==> src/rtl/spi_autocs_pkg.sv <==
package spi_autocs_pkg;

  // Per-tick strobes from the sequencer to the shift datapath
  typedef struct packed {
    logic load;    // take txData into the transmit shifter
    logic drive;   // put the next bit on mosi
    logic sample;  // capture miso
    logic push;    // present the assembled word to the receive side
  } dpStrobe_t;

  typedef enum logic [2:0] {
    ST_IDLE,
    ST_FRONT,
    ST_WAITRDY,
    ST_BIT,
    ST_BACK,
    ST_GUARD
  } seqState_t;

endpackage

==> src/rtl/spi_autocs_dp.sv <==
module spi_autocs_dp
  import spi_autocs_pkg::*;
#(
  parameter int MAX_BITS = 32,
  localparam int LEN_W = $clog2(MAX_BITS + 1)
) (
  input  logic                clk,
  input  logic                rst_n,
  input  logic                tick,
  input  dpStrobe_t           stb,
  input  logic [LEN_W-1:0]    effLen,
  input  logic                effMsb,
  input  logic [MAX_BITS-1:0] txData,
  input  logic                miso,
  input  logic                rxReady,
  output logic                mosi,
  output logic                rxValid,
  output logic [MAX_BITS-1:0] rxData
);

  logic [MAX_BITS-1:0] txShift, rxShift, srcWord, assembled;
  logic [LEN_W-1:0]    shAmt;
  logic                outBit;

  assign shAmt     = LEN_W'(MAX_BITS) - effLen;
  assign srcWord   = stb.load ? (effMsb ? (txData << shAmt) : txData) : txShift;
  assign outBit    = effMsb ? srcWord[MAX_BITS-1] : srcWord[0];
  assign assembled = effMsb ? (rxShift & ({MAX_BITS{1'b1}} >> shAmt))
                            : (rxShift >> shAmt);

  always_ff @(posedge clk) begin
    if (!rst_n) begin
      txShift <= '0;
      rxShift <= '0;
      mosi    <= 1'b0;
      rxValid <= 1'b0;
      rxData  <= '0;
    end else begin
      if (stb.drive) begin
        mosi    <= outBit;
        txShift <= effMsb ? (srcWord << 1) : (srcWord >> 1);
      end else if (stb.load) begin
        txShift <= srcWord;
      end
      if (stb.sample)
        rxShift <= effMsb ? {rxShift[MAX_BITS-2:0], miso} : {miso, rxShift[MAX_BITS-1:1]};
      if (stb.push) begin
        rxValid <= 1'b1;
        rxData  <= assembled;
      end else if (rxValid && rxReady) begin
        rxValid <= 1'b0;
      end
    end
  end

  // a pending word is neither dropped nor replaced before it is taken
  p_rx_hold_r11: assert property (@(posedge clk) disable iff (!rst_n)
    (rxValid && !rxReady) |=> (rxValid && $stable(rxData)));

  // the data line only moves on enabled cycles
  p_mosi_quiet_r13: assert property (@(posedge clk) disable iff (!rst_n)
    !tick |=> $stable(mosi));

endmodule

==> src/rtl/spi_autocs_ctrl.sv <==
module spi_autocs_ctrl
  import spi_autocs_pkg::*;
#(
  parameter int MAX_BITS    = 32,
  parameter int PORCH_TICKS = 2,
  parameter int GUARD_TICKS = 2,
  localparam int LEN_W   = $clog2(MAX_BITS + 1),
  localparam int CNT_MAX = (PORCH_TICKS > GUARD_TICKS) ? PORCH_TICKS : GUARD_TICKS,
  localparam int CNT_W   = $clog2(CNT_MAX + 1),
  localparam int HI_W    = $clog2(GUARD_TICKS + 1)
) (
  input  logic             clk,
  input  logic             rst_n,
  input  logic             tick,
  input  logic [LEN_W-1:0] cfgWordLen,
  input  logic             cfgMsbFirst,
  input  logic             cfgCpha,
  input  logic             cfgCpol,
  input  logic             txValid,
  input  logic             devReady,
  input  logic             rxValid,
  input  logic             rxReady,
  output logic             txReady,
  output dpStrobe_t        stb,
  output logic [LEN_W-1:0] effLen,
  output logic             effMsb,
  output logic             csN,
  output logic             sck
);

  seqState_t        state, nState;
  logic [1:0]       phase, nPhase;
  logic [LEN_W-1:0] bitsLeft, nBits, heldLen;
  logic [CNT_W-1:0] cnt, nCnt;
  logic             heldMsb, heldCpha, heldCpol, effCpha, effCpol;
  logic             sckInt, lastBit, rxBlocked;
  logic [HI_W-1:0]  csHighTicks;

  // Configuration follows the inputs while idle and is frozen otherwise
  assign effLen  = (state == ST_IDLE) ? cfgWordLen  : heldLen;
  assign effMsb  = (state == ST_IDLE) ? cfgMsbFirst : heldMsb;
  assign effCpha = (state == ST_IDLE) ? cfgCpha     : heldCpha;
  assign effCpol = (state == ST_IDLE) ? cfgCpol     : heldCpol;

  assign lastBit   = (state == ST_BIT) && (phase == 2'd3) && (bitsLeft == '0);
  assign rxBlocked = rxValid && !rxReady;
  assign txReady   = tick && txValid && ((state == ST_IDLE) || (lastBit && !rxBlocked));
  assign sck       = sckInt ^ heldCpol;

  always_comb begin
    nState = state;
    nPhase = phase;
    nBits  = bitsLeft;
    nCnt   = cnt;
    stb    = '0;
    if (tick) begin
      unique case (state)
        ST_IDLE: if (txValid) begin
          stb.load = 1'b1;
          nBits    = effLen - LEN_W'(1);
          nCnt     = '0;
          if (effCpha) nState = ST_FRONT;
          else begin nState = ST_BIT; nPhase = 2'd0; stb.drive = 1'b1; end
        end
        ST_FRONT: begin
          if (cnt == CNT_W'(PORCH_TICKS - 1)) nState = ST_WAITRDY;
          else nCnt = cnt + CNT_W'(1);
        end
        ST_WAITRDY: if (devReady) begin
          nState = ST_BIT; nPhase = 2'd0; stb.drive = 1'b1;
        end
        ST_BIT: begin
          nPhase     = phase + 2'd1;
          stb.sample = (phase == 2'd1);
          if (phase == 2'd3) begin
            if (bitsLeft != '0) begin
              nBits     = bitsLeft - LEN_W'(1);
              stb.drive = 1'b1;
            end else if (rxBlocked) begin
              nPhase = phase;                       // hold in the last tick
            end else begin
              stb.push = 1'b1;
              if (txValid) begin                    // same-tick empty check
                stb.load = 1'b1;
                nBits    = effLen - LEN_W'(1);
                if (effCpha) nState = ST_WAITRDY;
                else stb.drive = 1'b1;
              end else begin
                nCnt   = '0;
                nState = effCpha ? ST_GUARD : ST_BACK;
              end
            end
          end
        end
        ST_BACK: begin
          if (cnt == CNT_W'(PORCH_TICKS - 1)) begin nState = ST_GUARD; nCnt = '0; end
          else nCnt = cnt + CNT_W'(1);
        end
        ST_GUARD: begin
          if (cnt == CNT_W'(GUARD_TICKS - 1)) nState = ST_IDLE;
          else nCnt = cnt + CNT_W'(1);
        end
        default: nState = ST_IDLE;
      endcase
    end
  end

  always_ff @(posedge clk) begin
    if (!rst_n) begin
      state    <= ST_IDLE;
      phase    <= '0;
      bitsLeft <= '0;
      cnt      <= '0;
      heldLen  <= LEN_W'(MAX_BITS);
      heldMsb  <= 1'b1;
      heldCpha <= 1'b0;
      heldCpol <= 1'b0;
      csN      <= 1'b1;
      sckInt   <= 1'b0;
    end else begin
      state    <= nState;
      phase    <= nPhase;
      bitsLeft <= nBits;
      cnt      <= nCnt;
      heldLen  <= effLen;
      heldMsb  <= effMsb;
      heldCpha <= effCpha;
      heldCpol <= effCpol;
      csN      <= (nState == ST_IDLE) || (nState == ST_GUARD);
      sckInt   <= (nState == ST_BIT) && (effCpha ? (nPhase < 2'd2) : (nPhase >= 2'd2));
    end
  end

  // Ticks seen with chip select high, saturating at the guard length
  always_ff @(posedge clk) begin
    if (!rst_n) csHighTicks <= HI_W'(GUARD_TICKS);
    else if (!csN) csHighTicks <= '0;
    else if (tick && (csHighTicks < HI_W'(GUARD_TICKS))) csHighTicks <= csHighTicks + HI_W'(1);
  end

  p_cs_guard_r3: assert property (@(posedge clk) disable iff (!rst_n)
    $fell(csN) |-> (csHighTicks >= HI_W'(GUARD_TICKS)));

  p_take_selects_r2: assert property (@(posedge clk) disable iff (!rst_n)
    txReady |=> !csN);

  p_sck_rest_deselected_r6: assert property (@(posedge clk) disable iff (!rst_n)
    csN |-> !sckInt);

  p_pins_quiet_r13: assert property (@(posedge clk) disable iff (!rst_n)
    !tick |=> ($stable(csN) && $stable(sckInt)));

endmodule

==> src/rtl/spi_autocs_master.sv <==
module spi_autocs_master
  import spi_autocs_pkg::*;
#(
  parameter int MAX_BITS    = 32,
  parameter int PORCH_TICKS = 2,
  parameter int GUARD_TICKS = 2,
  localparam int LEN_W = $clog2(MAX_BITS + 1)
) (
  input  logic                clk,
  input  logic                rst_n,
  input  logic                tick,
  input  logic [LEN_W-1:0]    cfgWordLen,
  input  logic                cfgMsbFirst,
  input  logic                cfgCpha,
  input  logic                cfgCpol,
  input  logic                txValid,
  input  logic [MAX_BITS-1:0] txData,
  output logic                txReady,
  output logic                rxValid,
  output logic [MAX_BITS-1:0] rxData,
  input  logic                rxReady,
  input  logic                devReady,
  input  logic                miso,
  output logic                sck,
  output logic                csN,
  output logic                mosi
);

  dpStrobe_t        stb;
  logic [LEN_W-1:0] effLen;
  logic             effMsb;

  spi_autocs_ctrl #(
    .MAX_BITS(MAX_BITS), .PORCH_TICKS(PORCH_TICKS), .GUARD_TICKS(GUARD_TICKS)
  ) ctrl_i (
    .clk(clk), .rst_n(rst_n), .tick(tick),
    .cfgWordLen(cfgWordLen), .cfgMsbFirst(cfgMsbFirst), .cfgCpha(cfgCpha), .cfgCpol(cfgCpol),
    .txValid(txValid), .devReady(devReady), .rxValid(rxValid), .rxReady(rxReady),
    .txReady(txReady), .stb(stb), .effLen(effLen), .effMsb(effMsb),
    .csN(csN), .sck(sck)
  );

  spi_autocs_dp #(.MAX_BITS(MAX_BITS)) dp_i (
    .clk(clk), .rst_n(rst_n), .tick(tick), .stb(stb),
    .effLen(effLen), .effMsb(effMsb), .txData(txData), .miso(miso),
    .rxReady(rxReady), .mosi(mosi), .rxValid(rxValid), .rxData(rxData)
  );

endmodule

==> config.mk <==
export PLATFORM = sky130hd
export DESIGN_NAME = spi_autocs_master
export DESIGN_NICKNAME = d
export VERILOG_FILES = /design/src/rtl/spi_autocs_pkg.sv /design/src/rtl/spi_autocs_dp.sv /design/src/rtl/spi_autocs_ctrl.sv /design/src/rtl/spi_autocs_master.sv
export SDC_FILE = /design/constraint.sdc
export NUM_CORES = 1
export LEC_CHECK = 0
export BUFFER_PORTS_ARGS = -buffer_cell sky130_fd_sc_hd__buf_2
export CORE_MARGIN = 2
export CORE_UTILIZATION = 38
export DETAILED_ROUTE_END_ITERATION = 8
export HOLD_SLACK_MARGIN = 0.1
export SETUP_SLACK_MARGIN = 0.1
export SLEW_MARGIN = 25
export SYNTH_ARGS = -nofsm -noshare
export SYNTH_HDL_FRONTEND = slang
export SYNTH_HIERARCHICAL = 1
export SYNTH_SLANG_ARGS = --single-unit
==> constraint.sdc <==
create_clock -name clk -period 4.9 [get_ports clk]
set_clock_uncertainty 0.1 [all_clocks]
set_input_delay 0.98 -clock clk [delete_from_list [all_inputs] [get_ports clk]]
set_output_delay 0.98 -clock clk [all_outputs]
set_load 0.01 [all_outputs]
==> qor.csv <==
metric;value;unit
post-synth-top-count-cell;nand2_1;
cap_violations;0;
arrival;4.64;ns
nFillCells;2673;
routedWlPerCell;22.5;um
grt_start_max_net_pins;102;
drive_above_1_share;20.7;%
worstHoldPathCells;2;
gp_congestion;0.947;
synth_flop_cell;dfxtp_1;
hold_start;dp_i/rxData[10]$_SDFFE_PN0P_;
postRouteAntennaNets;0;
postSynthCellCount;1244;
hold_viol_final;0;
yosysWarnings;6;
die_x;169;um
cts_setup_buffers;0;
cts-resized-gates;0;
syn_area_per_cell;8.30;sq um
drc;0;
route.vias.total;10600;
slowest_stage;dfxtp_1;
crit_path_cell_trace;nor3_4, buf_4, mux2i_1, inv_1, inv_1, ha_2, buf_12, clkinv_1, buf_4, mux2i_1, nand2_1, and3_1, a221oi_1, o21ai_1;
critPathLaunchType;flip-flop;
ctsHtreeMaxLevel;4;
initial_core_util;38.5;%
fin_setup_tns;0;ns
grt-ovfl-total;0;
postLayoutCellArea;0.0116;sq mm
dpl_cell_area;0.0110;sq mm
via_per_inst;6.49;
worst_slack;0.466;ns
hold_buffers;0;
hold_path_end;dp_i/rxData[10]$_SDFFE_PN0P_;
drtPass1Iterations;6;
synthTopCellsByCount;nand2_1 (158), dfxtp_1 (122), nor2_1 (102);
final_nets;1333;
cts-buffers-inserted;17;
leakagePower;4.29;nW
synth.distinct_cells;85;
required;5.11;ns
clock-sinks;122;
reg2reg_slack;0.47;ns
area_growth;12.1;%
finalWirelength;36600;um
first_global_vias;9767;
worst_pin_slew;0.885;ns
ys_async_sr_fraction;0;%
dieArea;0.0285;sq mm
clock_latency;0.44;ns
diodes;0;
ys_seq_area_share;23.7;%
finalCriticalPeriod;4.43;ns
critPathKind;reg -> reg;
reg2regPathDepth;14;
grt_pass1_wl;57000;um
fmax;226;MHz
cts_tree;done;
fp.dieH;169;um
synth_fp_nets;1303;
status;complete, no violations;
maxSlewViolCount;0;
synth_edf_count;0;
rows;60;
layout_worst_path_cycle_share;90.5;%
rsz0062_at_grt;false;
rr_endpoint;dp_i/rxData[0]$_SDFFE_PN0P_;
hpwl;25400;um
ys_seq_elements;122;
maxSlewHeadroom;40.9;%
drt_iter0_drc;1299;
worstReg2RegStart;ctrl_i/state[2]$_SDFF_PN0_;
yosysTopAreaCellShare;23.7;%
power.density;351;mW/mm^2
grt.total_usage;25.5;%
path_max_fanout;46;
yosys.area.top_type;dfxtp_1;
critPathCaptureType;flip-flop;
io_buffers;84;
setup_viol;0;
ios;85;
clkTransAtPathRegs;0.06;ns
root_buffer;clkbuf_16;
synth_area;0.0103;sq mm
preCtsSetupSlack;0.552;ns
coreArea;0.0268;sq mm
fin_total_pwr;0.00406;W
antenna_found_initial;0;
ir_drop;0.197;mV
min_path_type;reg -> reg;
max_stage_delay;0.48;ns
cts_buffer_depth;2;
synth_area_leaders;dfxtp_1 (24%), mux4_2 (13%), mux2i_1 (7.7%);
==> kinds of logic (layout without fill, tap and decap cells) <==
logic type | Yosys count | in the layout | share of synthesized area [%]
xor gates and xnor gates | 10 | 10 | 0.849
buffers and inverters | 141 | 184 | 6.81
DFF | 122 | 122 | 23.7
adders and majority gates | 11 | 11 | 1.33
AOI/OAI and AO/OA | 404 | 404 | 26.3
muxes | 161 | 161 | 23.2
and+or+nand+nor | 395 | 395 | 17.9
==> where the power goes <==
part           leakage (nW)  switching (W)  total, W  internal [W]
clock                 0.282       0.000543   0.00131      0.000769
sequential            0.991      0.0000190   0.00105       0.00103
combinational          3.01        0.00103   0.00170      0.000661
total                  4.29        0.00160   0.00406       0.00246
==> worst max-delay path: cells and delay by family, from the launching register on <==
kind / cells / cell delay (ns)
AO/OA/AOI/OAI: 2 / 0.50
adder cells (fa/ha/maj): 1 / 0.44
buffers and inverters: 6 / 1.36
flip-flops: 1 / 0.48
multiplexers: 2 / 0.70
AND/OR/NAND/NOR: 3 / 0.71
==> cells in the final DEF, fill, tap and decap left out, types with 25 or more instances in the layout <==
master / n
nand3_1: 31
buf_4: 37
nand2_1: 157
a31oi_1: 25
nor2_1: 101
mux2i_1: 79
buf_2: 84
a21oi_1: 93
dfxtp_1: 122
mux4_2: 60
o21ai_0: 73
a211oi_1: 27
==> per-stage QoR <==
stage	util, %	instances	hold slack [ns]
2_1_floorplan	-	1244	0.338
3_3_place_gp	41.0	1596	0.343
3_5_place_dp	41.0	1596	0.349
4_1_cts	43.1	1628	0.357
5_1_grt	43.2	1628	0.381
6_report	43.2	1628	0.353
==> metal layers <==
| layer | vias to the layer above | GRT usage, % | wire, um |
|---|---|---|---|
| met5 | - | 0 | 0 |
| met4 | 0 | 9.22 | 1020 |
| met3 | 81 | 5.54 | 3840 |
| met2 | 669 | 38.2 | 16100 |
| met1 | 5013 | 36.1 | 15600 |
| li1 | 4799 | - | - |
==> flip-flops by register name, summed over array words and instances, names as in the netlist <==
signal / count
ctrl_i/phase: 2
ctrl_i/sckInt: 1
ctrl_i/heldMsb: 1
ctrl_i/state: 3
ctrl_i/heldLen: 6
ctrl_i/bitsLeft: 6
dp_i/txShift: 32
ctrl_i/heldCpha: 1
dp_i/rxValid: 1
ctrl_i/csN: 1
dp_i/rxData: 32
dp_i/mosi: 1
dp_i/rxShift: 32
ctrl_i/cnt: 2
ctrl_i/heldCpol: 1
==> area by class of cell <==
class / count / area (sq um) / area share [%]
clock buffers: 20 / 447 / 3.86
flip-flops and latches: 122 / 2440 / 21.1
inverters: 26 / 98.8 / 0.855
well taps: 341 / 427 / 3.69
repair buffers: 126 / 798 / 6.90
multi-input cells: 981 / 7220 / 62.4
clock inverters: 12 / 138 / 1.19
==> worst max path at each step <==
stage,from,endpoint,slack [ns],depth (start not counted)
after floorplan,cfgWordLen[0],dp_i/txShift[25]$_SDFFE_PN0P_,0.20,19
after global placement,cfgWordLen[0],dp_i/txShift[19]$_SDFFE_PN0P_,0.55,12
after detailed placement,cfgWordLen[0],dp_i/txShift[17]$_SDFFE_PN0P_,0.55,12
after CTS,ctrl_i/state[2]$_SDFF_PN0_,dp_i/txShift[23]$_SDFFE_PN0P_,0.56,14
after global routing,ctrl_i/state[2]$_SDFF_PN0_,dp_i/txShift[24]$_SDFFE_PN0P_,0.26,15
final,ctrl_i/state[2]$_SDFF_PN0_,dp_i/rxData[0]$_SDFFE_PN0P_,0.47,14
Note: power is estimated with default switching activity, not from simulation.
